[src/rtl/eep_pkg.sv]
package eep_pkg;

  typedef enum logic [2:0] {
    OP_READ, OP_WRITE, OP_ERASE, OP_EWEN, OP_EWDS, OP_ERAL, OP_WRAL
  } op_e;

  typedef enum logic [2:0] {
    S_IDLE, S_HUNT, S_COLLECT, S_READ, S_ARMED, S_IGNORE, S_BUSY, S_STAT
  } st_e;

  // Map the primary code and the extension bits to an operation.
  function automatic op_e decode_op(input logic [1:0] opc, input logic [1:0] ext);
    op_e r;
    case (opc)
      2'b10:   r = OP_READ;
      2'b01:   r = OP_WRITE;
      2'b11:   r = OP_ERASE;
      default: begin
        case (ext)
          2'b11:   r = OP_EWEN;
          2'b00:   r = OP_EWDS;
          2'b10:   r = OP_ERAL;
          default: r = OP_WRAL;
        endcase
      end
    endcase
    return r;
  endfunction

endpackage

[src/rtl/eep_lane.sv]
module eep_lane #(
  parameter int AW = 7,
  parameter int W  = 8
) (
  input  logic          clk,
  input  logic          we,
  input  logic [AW-1:0] waddr,
  input  logic [W-1:0]  wdata,
  input  logic [AW-1:0] raddr,
  output logic [W-1:0]  rdata
);
  localparam int DEPTH = 1 << AW;

  logic [W-1:0] mem [DEPTH];

  initial begin
    for (int i = 0; i < DEPTH; i++) mem[i] = '1;
  end

  always_ff @(posedge clk) begin
    if (we) mem[waddr] <= wdata;
    rdata <= mem[raddr];
  end
endmodule

[src/rtl/eep_prog_timer.sv]
module eep_prog_timer #(
  parameter int TICKS = 250000
) (
  input  logic                           clk,
  input  logic                           rst,
  input  logic                           start,
  output logic                           busy,
  output logic [$clog2(TICKS+1)-1:0]     idx,
  output logic                           done
);
  localparam int TW = $clog2(TICKS + 1);

  always_ff @(posedge clk) begin
    if (rst) begin
      busy <= 1'b0;
      idx  <= '0;
    end else if (start) begin
      busy <= 1'b1;
      idx  <= '0;
    end else if (busy) begin
      if (idx == TW'(TICKS - 1)) busy <= 1'b0;
      else idx <= idx + TW'(1);
    end
  end

  assign done = busy && (idx == TW'(TICKS - 1));

  // a new cycle is only launched when none is running
  a_r9_start_when_idle: assert property (@(posedge clk) disable iff (rst)
    start |-> !busy);
  // the cycle begins right after the launching edge
  a_r9_busy_after_start: assert property (@(posedge clk) disable iff (rst)
    start |=> (busy && idx == '0));
endmodule

[src/rtl/eep_serial_mem.sv]
module eep_serial_mem #(
  parameter int ADDR_W     = 7,
  parameter int LANE_W     = 8,
  parameter int PROG_TICKS = 250000
) (
  input  logic clk,
  input  logic rst,
  input  logic org,
  input  logic cs,
  input  logic sck,
  input  logic sdi,
  output logic sdo,
  output logic sdo_oe
);
  import eep_pkg::*;

  localparam int WORDS = 1 << ADDR_W;
  localparam int AW_W  = ADDR_W + 1;
  localparam int AW_B  = ADDR_W + 2;
  localparam int DW_W  = 2 * LANE_W;
  localparam int DW_B  = LANE_W;
  localparam int SRW   = (2 + AW_B > DW_W) ? 2 + AW_B : DW_W;
  localparam int FULL  = 2 + AW_W + DW_W;
  localparam int CNW   = $clog2(FULL + 1);
  localparam int BW    = $clog2(DW_W);
  localparam int PW    = ADDR_W + 1;
  localparam int TW    = $clog2(PROG_TICKS + 1);

  st_e             st;
  op_e             op_q;
  logic            cs_q, sck_q, wen, sdo_q, oe_q;
  logic [CNW-1:0]  cnt;
  logic [SRW-2:0]  sr;
  logic [PW-1:0]   ptr;
  logic [DW_W-1:0] pdata;
  logic [BW-1:0]   bidx;

  // front-end decode
  logic            rise, cs_fall, prog_start;
  logic [SRW-1:0]  nxt;
  logic [CNW-1:0]  cnt_n, aw_len, full_len;
  logic [1:0]      opc, ext;
  op_e             dec_op;
  logic [PW-1:0]   ptr_n, ptr_inc;
  logic [DW_W-1:0] data_n, rword, wd;
  logic [BW-1:0]   dw_top;

  assign rise       = cs & sck & ~sck_q;
  assign cs_fall    = cs_q & ~cs;
  assign prog_start = (st == S_ARMED) && cs_fall && wen;
  assign nxt        = {sr, sdi};
  assign cnt_n      = cnt + CNW'(1);
  assign aw_len     = org ? CNW'(2 + AW_W) : CNW'(2 + AW_B);
  assign full_len   = org ? CNW'(2 + AW_W + DW_W) : CNW'(2 + AW_B + DW_B);
  assign opc        = org ? nxt[AW_W+1:AW_W] : nxt[AW_B+1:AW_B];
  assign ext        = org ? nxt[AW_W-1:AW_W-2] : nxt[AW_B-1:AW_B-2];
  assign dec_op     = decode_op(opc, ext);
  assign ptr_n      = org ? {1'b0, nxt[ADDR_W-1:0]} : nxt[ADDR_W:0];
  assign ptr_inc    = org ? {1'b0, ptr[ADDR_W-1:0] + ADDR_W'(1)} : ptr + PW'(1);
  assign data_n     = org ? nxt[DW_W-1:0] : {{LANE_W{1'b0}}, nxt[LANE_W-1:0]};
  assign dw_top     = org ? BW'(DW_W - 1) : BW'(DW_B - 1);

  // program timer and array lanes (index 1 = high byte, 0 = low byte)
  logic          t_busy, t_done, bulk, we_any;
  logic [TW-1:0] t_idx;
  logic [1:0]    lane_en, lane_we;
  logic [ADDR_W-1:0] wptr, waddr;
  logic [LANE_W-1:0] rd [2];

  eep_prog_timer #(.TICKS(PROG_TICKS)) i_timer (
    .clk(clk), .rst(rst), .start(prog_start),
    .busy(t_busy), .idx(t_idx), .done(t_done)
  );

  assign bulk       = (op_q == OP_ERAL) || (op_q == OP_WRAL);
  assign wptr       = org ? ptr[ADDR_W-1:0] : ptr[ADDR_W:1];
  assign waddr      = bulk ? t_idx[ADDR_W-1:0] : wptr;
  assign we_any     = t_busy && (bulk ? (t_idx < TW'(WORDS)) : (t_idx == '0));
  assign lane_en[1] = org || bulk || !ptr[0];
  assign lane_en[0] = org || bulk || ptr[0];
  assign lane_we    = lane_en & {2{we_any}};
  assign wd = ((op_q == OP_WRITE) || (op_q == OP_WRAL))
            ? (org ? pdata : {pdata[LANE_W-1:0], pdata[LANE_W-1:0]})
            : '1;
  assign rword = org ? {rd[1], rd[0]}
                     : {{LANE_W{1'b0}}, (ptr[0] ? rd[0] : rd[1])};

  for (genvar g = 0; g < 2; g++) begin : g_lane
    eep_lane #(.AW(ADDR_W), .W(LANE_W)) i_lane (
      .clk(clk), .we(lane_we[g]), .waddr(waddr),
      .wdata(wd[g*LANE_W +: LANE_W]), .raddr(wptr), .rdata(rd[g])
    );
  end

  always_ff @(posedge clk) begin
    if (rst) begin
      st    <= S_IDLE;
      op_q  <= OP_READ;
      cs_q  <= 1'b0;
      sck_q <= 1'b0;
      wen   <= 1'b0;
      sdo_q <= 1'b0;
      oe_q  <= 1'b0;
      cnt   <= '0;
      sr    <= '0;
      ptr   <= '0;
      pdata <= '0;
      bidx  <= '0;
    end else begin
      cs_q  <= cs;
      sck_q <= sck;
      case (st)
        S_BUSY: begin
          oe_q  <= cs;
          sdo_q <= t_done;
          if (t_done) st <= S_STAT;
        end
        S_STAT: begin
          if (!cs) begin
            st   <= S_IDLE;
            oe_q <= 1'b0;
          end else begin
            oe_q  <= 1'b1;
            sdo_q <= 1'b1;
          end
        end
        default: begin
          if (!cs) begin
            oe_q  <= 1'b0;
            sdo_q <= 1'b0;
            st    <= prog_start ? S_BUSY : S_IDLE;
          end else begin
            case (st)
              S_IDLE: st <= S_HUNT;
              S_HUNT: begin
                if (rise && sdi) begin
                  st  <= S_COLLECT;
                  cnt <= '0;
                  sr  <= '0;
                end
              end
              S_COLLECT: begin
                if (rise) begin
                  sr  <= nxt[SRW-2:0];
                  cnt <= cnt_n;
                  if (cnt_n == aw_len) begin
                    op_q <= dec_op;
                    ptr  <= ptr_n;
                    case (dec_op)
                      OP_READ: begin
                        st    <= S_READ;
                        oe_q  <= 1'b1;
                        sdo_q <= 1'b0;
                        bidx  <= dw_top;
                      end
                      OP_EWEN:  begin wen <= 1'b1; st <= S_IGNORE; end
                      OP_EWDS:  begin wen <= 1'b0; st <= S_IGNORE; end
                      OP_ERASE, OP_ERAL: st <= S_ARMED;
                      default: ;
                    endcase
                  end else if (cnt_n == full_len) begin
                    pdata <= data_n;
                    st    <= S_ARMED;
                  end
                end
              end
              S_READ: begin
                if (rise) begin
                  sdo_q <= rword[bidx];
                  if (bidx == '0) begin
                    bidx <= dw_top;
                    ptr  <= ptr_inc;
                  end else begin
                    bidx <= bidx - BW'(1);
                  end
                end
              end
              S_ARMED: if (rise) st <= S_IGNORE;
              default: ;
            endcase
          end
        end
      endcase
    end
  end

  assign sdo    = sdo_q;
  assign sdo_oe = oe_q;

  // deselecting the device releases the output
  a_r12_hiz_when_deselected: assert property (@(posedge clk) disable iff (rst)
    !cs |=> !sdo_oe);
  // busy is reported as a driven 0 while selected
  a_r10_busy_drives_low: assert property (@(posedge clk) disable iff (rst)
    (st == S_BUSY && cs && !t_done) |=> (sdo_oe && !sdo));
  // entering a read presents the leading 0
  a_r4_dummy_zero: assert property (@(posedge clk) disable iff (rst)
    (st == S_READ && $past(st) != S_READ) |-> (sdo_oe && !sdo));
  // a read never modifies the array
  a_r6_read_no_write: assert property (@(posedge clk) disable iff (rst)
    (st == S_READ) |-> (lane_we == 2'b00));
endmodule

[config.mk]
export PLATFORM = sky130hd
export DESIGN_NAME = eep_serial_mem
export DESIGN_NICKNAME = d
export VERILOG_FILES = /design/src/rtl/eep_pkg.sv /design/src/rtl/eep_lane.sv /design/src/rtl/eep_prog_timer.sv /design/src/rtl/eep_serial_mem.sv
export SDC_FILE = /design/constraint.sdc
export NUM_CORES = 2
export LEC_CHECK = 0
export ABC_AREA = 0
export BUFFER_PORTS_ARGS = -buffer_cell sky130_fd_sc_hd__buf_2
export CORE_UTILIZATION = 58
export CTS_CLUSTER_DIAMETER = 200
export DETAILED_ROUTE_END_ITERATION = 10
export GPL_TIMING_DRIVEN = 1
export PLACE_DENSITY = 0.77
export SYNTH_ARGS = -nofsm -noshare
export SYNTH_HDL_FRONTEND = slang
export SYNTH_SLANG_ARGS = --single-unit
[constraint.sdc]
create_clock -name clk -period 3.8 [get_ports clk]
set_input_delay 0.38 -clock clk [delete_from_list [all_inputs] [get_ports clk]]
set_output_delay 0.38 -clock clk [all_outputs]
set_load 0.01 [all_outputs]
== Yosys cells after proc, flatten, opt, wreduce, memory -nomap -nowiden ==
Memory sizes are Yosys's and may differ from the RTL's. A register that Yosys moved wholly into a read port is not among the register bits.
Cells that the tools add are included.
Operators by class
  add/subtract/negate cells: 5
  order comparisons: 2
  equal/unequal tests: 45
  muxes and demuxes: 71
  bitwise logic cells: 9
  reduce and logical (&&, ||, !) cells: 33
Operators with widths (count)
  16-bit 2-to-1 mux: 4
  8-bit 2-to-1 mux: 7
  15-bit 2-to-1 mux: 2
  15-bit one-hot mux with 2 select lines: 1
  4-bit 2-to-1 mux: 7
  3-bit 2-to-1 mux: 9
  3-bit one-hot mux with 3 select lines: 3
  1-bit 2-to-1 mux: 22
  3-bit equality test, second input constant: 7
  5-bit inequality test, second input constant: 4
  18-bit by 1-bit adder with 18-bit output, second input constant: 1
  18-bit equality test, second input constant: 1
  18-bit zero test: 1
  18-bit by 8-bit < comparator with 1-bit output, second input constant: 1
  6-bit AND reduction: 3
  2-bit inequality test, second input constant: 8
  4-bit by 1-bit inequality test with 1-bit output, second input constant: 4
  8-bit one-hot mux with 2 select lines: 1
  7-bit 2-to-1 mux: 2
  7-bit AND reduction: 2
  3-bit by 2-bit equality test with 1-bit output, second input constant: 4
  3-bit one-hot mux with 4 select lines: 1
  5-bit 2-to-1 mux: 2
  5-bit one-hot mux with 2 select lines: 1
  37 further kinds: 67
Storage, ports and cells
  register bits: 78
  bits in writable memories: 2048
  input port bits: 6
  output and inout bits: 2
  logic and storage cells: 181
  memories: 2
Memory list
  g_lane[0].i_lane.mem: words 128, bits a word 8, rd ports 1, clocked after memory_dff 1, write ports 1, line eep_lane.sv:14  | logic [W-1:0] mem [DEPTH];
  g_lane[1].i_lane.mem: words 128, bits a word 8, rd ports 1, clocked after memory_dff 1, write ports 1, line eep_lane.sv:14

== Depth between registers and ports, before layout ==
  word-level depth: 12
  depth in mapped cells: 11
  depth with buffers taken out: 8

== Hierarchy ==
A second synthesis with hierarchy kept.
Second synthesis, totals
  cell total of the unflattened synthesis: 3846
  area total of the unflattened synthesis: 83844.2 µm²
Modules (own cells, without submodules)
  eep_lane (g_lane[1].i_lane): times used 1, cells an instance 1635, area each 39665.5 µm², seq. area each 30909.6 µm²
  eep_lane (g_lane[0].i_lane): times used 1, cells an instance 1635, area each 39661.8 µm², seq. area each 30909.6 µm²
  eep_serial_mem: times used 1, cells an instance 457, area each 3565.9 µm², seq. area each 1181.1 µm²
  eep_prog_timer: times used 1, cells an instance 119, area each 950.9 µm², seq. area each 380.4 µm²

== Least setup slack after synthesis ==
No wires, ideal clock.
  path type: input-to-reg
  from: input port org
  to: memory g_lane[1].i_lane.mem[0][4] (data pin)
  setup time: 511 ps
  arrival time: 3362 ps
  data required time: 3289 ps
  path slack: -72 ps
  stages: 7
  path buffers: 5
  path through: clkbuf_1 -> buf_2 -> buf_2 -> clkbuf_1 -> clkbuf_1 -> mux2i_1 -> nand2_1
Between the ends
  cells in the longest elaborated chain, start to end: 2
Ends and longest elaborated chain
  from (decl): line eep_serial_mem.sv:8  | input logic org,
  16-bit 2-to-1 mux (2 in a row): line eep_serial_mem.sv:83  | ? (org ? pdata : {pdata[LANE_W-1:0], pdata[LANE_W-1:0]})
  via g_lane[1].i_lane.wdata[4]: line eep_lane.sv:8  | input logic [W-1:0] wdata,
  to (decl): line eep_lane.sv:14
The timed path passes the listed nets, and every way through them passes these cells.

== Worst setup path in the final report ==
  from: register i_timer.idx[1]
  to: memory g_lane[0].i_lane.mem[2][4], enable pin
Between the ends
  cells in the longest elaborated chain, start to end: 6
  elaborated cells between the ends (all ways): 8
  those cells by class: order compare: 1; mux: 4; bitwise: 1; reduce/logical: 2
Ends and longest elaborated chain
  from (decl): line eep_prog_timer.sv:8  | output logic [$clog2(TICKS+1)-1:0] idx,
  from (signal assigned): line eep_prog_timer.sv:22  | else idx <= idx + TW'(1);
  18-bit by 8-bit < comparator with 1-bit output / 18-bit zero test (equally long branches): line eep_serial_mem.sv:78  | assign we_any = t_busy && (bulk ? (t_idx < TW'(WORDS)) : (t_idx == '0));
  1-bit 2-to-1 mux: line eep_serial_mem.sv:78
  1-bit logical AND: line eep_serial_mem.sv:78
  2-bit bitwise AND: line eep_serial_mem.sv:81  | assign lane_we = lane_en & {2{we_any}};
  1-bit 2-to-1 mux: line eep_lane.sv:21  | if (we) mem[waddr] <= wdata;
  1-bit 2-to-1 mux (implied by the code): line eep_lane.sv:21
  to (decl): line eep_lane.sv:14
Several ways; a longest one is shown, not always the timed one.

==> results.tsv <==
metric	value	unit
fin_skew	0.0459	ns
yosys-top-cells-area	edfxtp_1, mux2i_1, a22oi_1	
antenna_found_initial	9	
fmax	277	MHz
path_cells	inv_1, ha_1, or4b_2, nor3_1, o21ai_0, a21oi_2, nand2_1, nor2_1	
ir_worst_vdd	459	uV
final_cell_mix	mux2i_1, edfxtp_1, a22oi_1	
cellLeakagePower	30.1	nW
m1WireLength	106	mm
gr-usage-all-layers	0.301	
final-seq-area	63400	um^2
syn_area_per_cell	13.7	um^2
ant_nets	0	
fillers	12400	
clk_pin_slew	0.07	ns
wirelength	274	mm
syn_inst	7489	
gr-total-overflow	0	
drive_gt1_frac	0.0837	
critPathMaxFanout	10	
startpoint	i_timer.idx[1]$_SDFFE_PP0P_	
final_util	0.647	
nets	7389	
core_area	175000	um^2
final_max_slew_viol_count	0	
first_global_vias	67100	
wl_per_cell	27.7	um
wl_met3	24.2	mm
yosysUniqueCellTypes	68	
drc	0	
crit_path_end	g_lane[0].i_lane.mem[2][4]$_DFFE_PP_	
worst-path-stages	8	
insertion_delay	0.86	ns
cts_buffers	210	
reg2regPathDepth	8	
critical_path_required	4.29	ns
worst_setup_path_start_kind	flop	
die-area	178000	um^2
dr.max_layer_used	met5	
drv_cap	0	
critical_path_buf_inv_count	1	
r2r-end	g_lane[0].i_lane.mem[2][4]$_DFFE_PP_	
portBuffers	7	
final.setup.tns	0	ns
synth_ff_type	edfxtp_1	
tightest_slew	1.26	ns
multi_input_area	36900	um^2
r2r_setup_slack	0.19	ns
ys_ff_latch	2142	
initial_core_util	0.587	
yosys_warnings	0	
cts_tree	yes	
rsz0062_at_grt	no	
final-setup-viol-count	0	
first_iter_violations	8222	
synth_top_area_cell	edfxtp_1	
relSlewSlack	0.158	
wl_met2	131	mm
clock_path_buffers	3	
setup_ws	0.186	ns
num_io_pins	8	
area_growth_syn_to_layout	10.3	%
min_path_type	primary input to flop	
fp.dieH	422	um
syn_area	102000	um^2
first_pass_iters	8	
crit_arrival	4.10	ns
htree_levels	4	
cp_slowest_cell	nor2_1	
cts.sinks	2142	
power.density	413	nW/um^2
outcome	completed	
critPathTopFamily	simple AND/OR/NAND/NOR gates	
num_vias	67400	
min_period	3.61	ns
rows	153	
vias_per_cell	6.82	
endpoint_kind	flop	
post-route-period-util	0.951	
die_w	422	um
synth_edf_count	2048	
criticalPathCategory	flop to flop	
async_reset_ff_frac	0	
slowest_delay	0.71	ns
dp.final_hpwl	156	mm
ys_seq_area_frac	0.619	
ctsResizeCount	0	
final_common_cell	mux2i_1	
cts.root.buffer_cell	clkbuf_16	
grt_pass1_wl	409	mm
synthesis.nets	7500	
place_ws	0.376	ns
routabilityCongestion	0.933	
grt_max_degree	146	
r2r_start	i_timer.idx[1]$_SDFFE_PP0P_	
yosysTopAreaCellShare	0.601	
hold_viol_final	0	
## repair_timing
| item | 4_1_cts | 5_1_grt |
|---|---|---|
| hold endpoints to repair | 5 | 0 |
| setup buffers | 0 | 0 |
| hold buffers | 3 | 0 |
## layout make-up
class | count | share of cell area
flip-flops and latches | 2142 | 0.561
diodes | 2 | 0.0000443
multi-input cells | 4713 | 0.327
clock inverters | 118 | 0.0107
inverters | 16 | 0.000532
repair buffers | 295 | 0.0262
well taps | 2325 | 0.0258
clock buffers | 268 | 0.0492
## power by group
| group | internal [mW] | switching [mW] | total, mW |
|---|---|---|---|
| clock | 11.6 | 8.91 | 20.5 |
| sequential | 25.5 | 0.0175 | 25.5 |
| combinational | 0.209 | 0.462 | 0.671 |
| total | 37.3 | 9.39 | 46.7 |
## synth_stat cells, types with 5 or more instances
cell type,instances
nand2_1,108
xnor2_1,17
o21ai_0,30
or3_1,11
buf_1,49
nor2b_1,11
o21a_1,5
dfxtp_1,94
a22oi_1,1042
a21oi_1,181
nor3_1,84
nand3b_1,6
nand2b_1,19
mux2i_1,2064
buf_2,16
ha_1,5
o22ai_1,6
nor2_1,336
xor2_1,6
nand4_1,91
edfxtp_1,2048
nand3_1,596
nor4_1,6
clkbuf_1,552
inv_1,16
o211ai_1,5
and3_1,9
## per-stage QoR
stage | instance area, um^2 | hold slack (ns) | std cells | power [mW]
6_report | 113000 | 0.0881 | 9879 | 46.7
4_1_cts | 113000 | 0.0215 | 9877 | 46.8
5_1_grt | 113000 | 0.0809 | 9878 | 47.8
2_1_floorplan | 102000 | 0.432 | 7489 | 26.4
3_3_place_gp | 106000 | 0.440 | 9488 | 26.6
3_5_place_dp | 106000 | 0.452 | 9488 | 26.6
## worst min-delay path by stage
stage / start / endpoint / slack (ns) / cells past startpoint
final: rst / sr[8]$_SDFFE_PP0P_ / 0.09 / 2
after global routing: rst / sr[8]$_SDFFE_PP0P_ / 0.08 / 2
after CTS: rst / sr[8]$_SDFFE_PP0P_ / 0.02 / 2
after detailed placement: pdata[14]$_SDFFE_PP0P_ / pdata[14]$_SDFFE_PP0P_ / 0.45 / 2
after global placement: pdata[13]$_SDFFE_PP0P_ / pdata[13]$_SDFFE_PP0P_ / 0.44 / 2
after floorplan: pdata[8]$_SDFFE_PP0P_ / pdata[8]$_SDFFE_PP0P_ / 0.43 / 2
## layer usage
layer,up-vias,track usage
met5,-,0
met4,12,0.132
met3,618,0.0555
met2,3304,0.485
met1,33900,0.399
li1,29500,-
## state kept, by name, summed over array words and instances, names as in the netlist
| signal | cells |
|---|---|
| g_lane.i_lane.mem | 2048 |
| i_timer.idx | 18 |
| g_lane.i_lane.rdata | 16 |
| pdata | 16 |
| sr | 15 |
| ptr | 8 |
| cnt | 5 |
| bidx | 4 |
| op_q | 3 |
| st | 3 |
| cs_q | 1 |
| i_timer.busy | 1 |
| sck_q | 1 |
| sdo | 1 |
| sdo_oe | 1 |
| wen | 1 |
## cells by family (layout without fill, tap and decap cells)
kind of cell / after synthesis / after routing / share of synthesized area
multiplexers: 2068 / 2068 / 0.202
XOR/XNOR: 23 / 23 / 0.00197
flip-flops: 2142 / 2142 / 0.619
adder cells (fa/ha/maj): 5 / 5 / 0.000611
other: 0 / 2 / 0
AO/OA/AOI/OAI: 1314 / 1314 / 0.0916
buffers and inverters: 634 / 697 / 0.0235
AND/OR/NAND/NOR: 1303 / 1303 / 0.0610
Power figures use the tool's default switching activity.
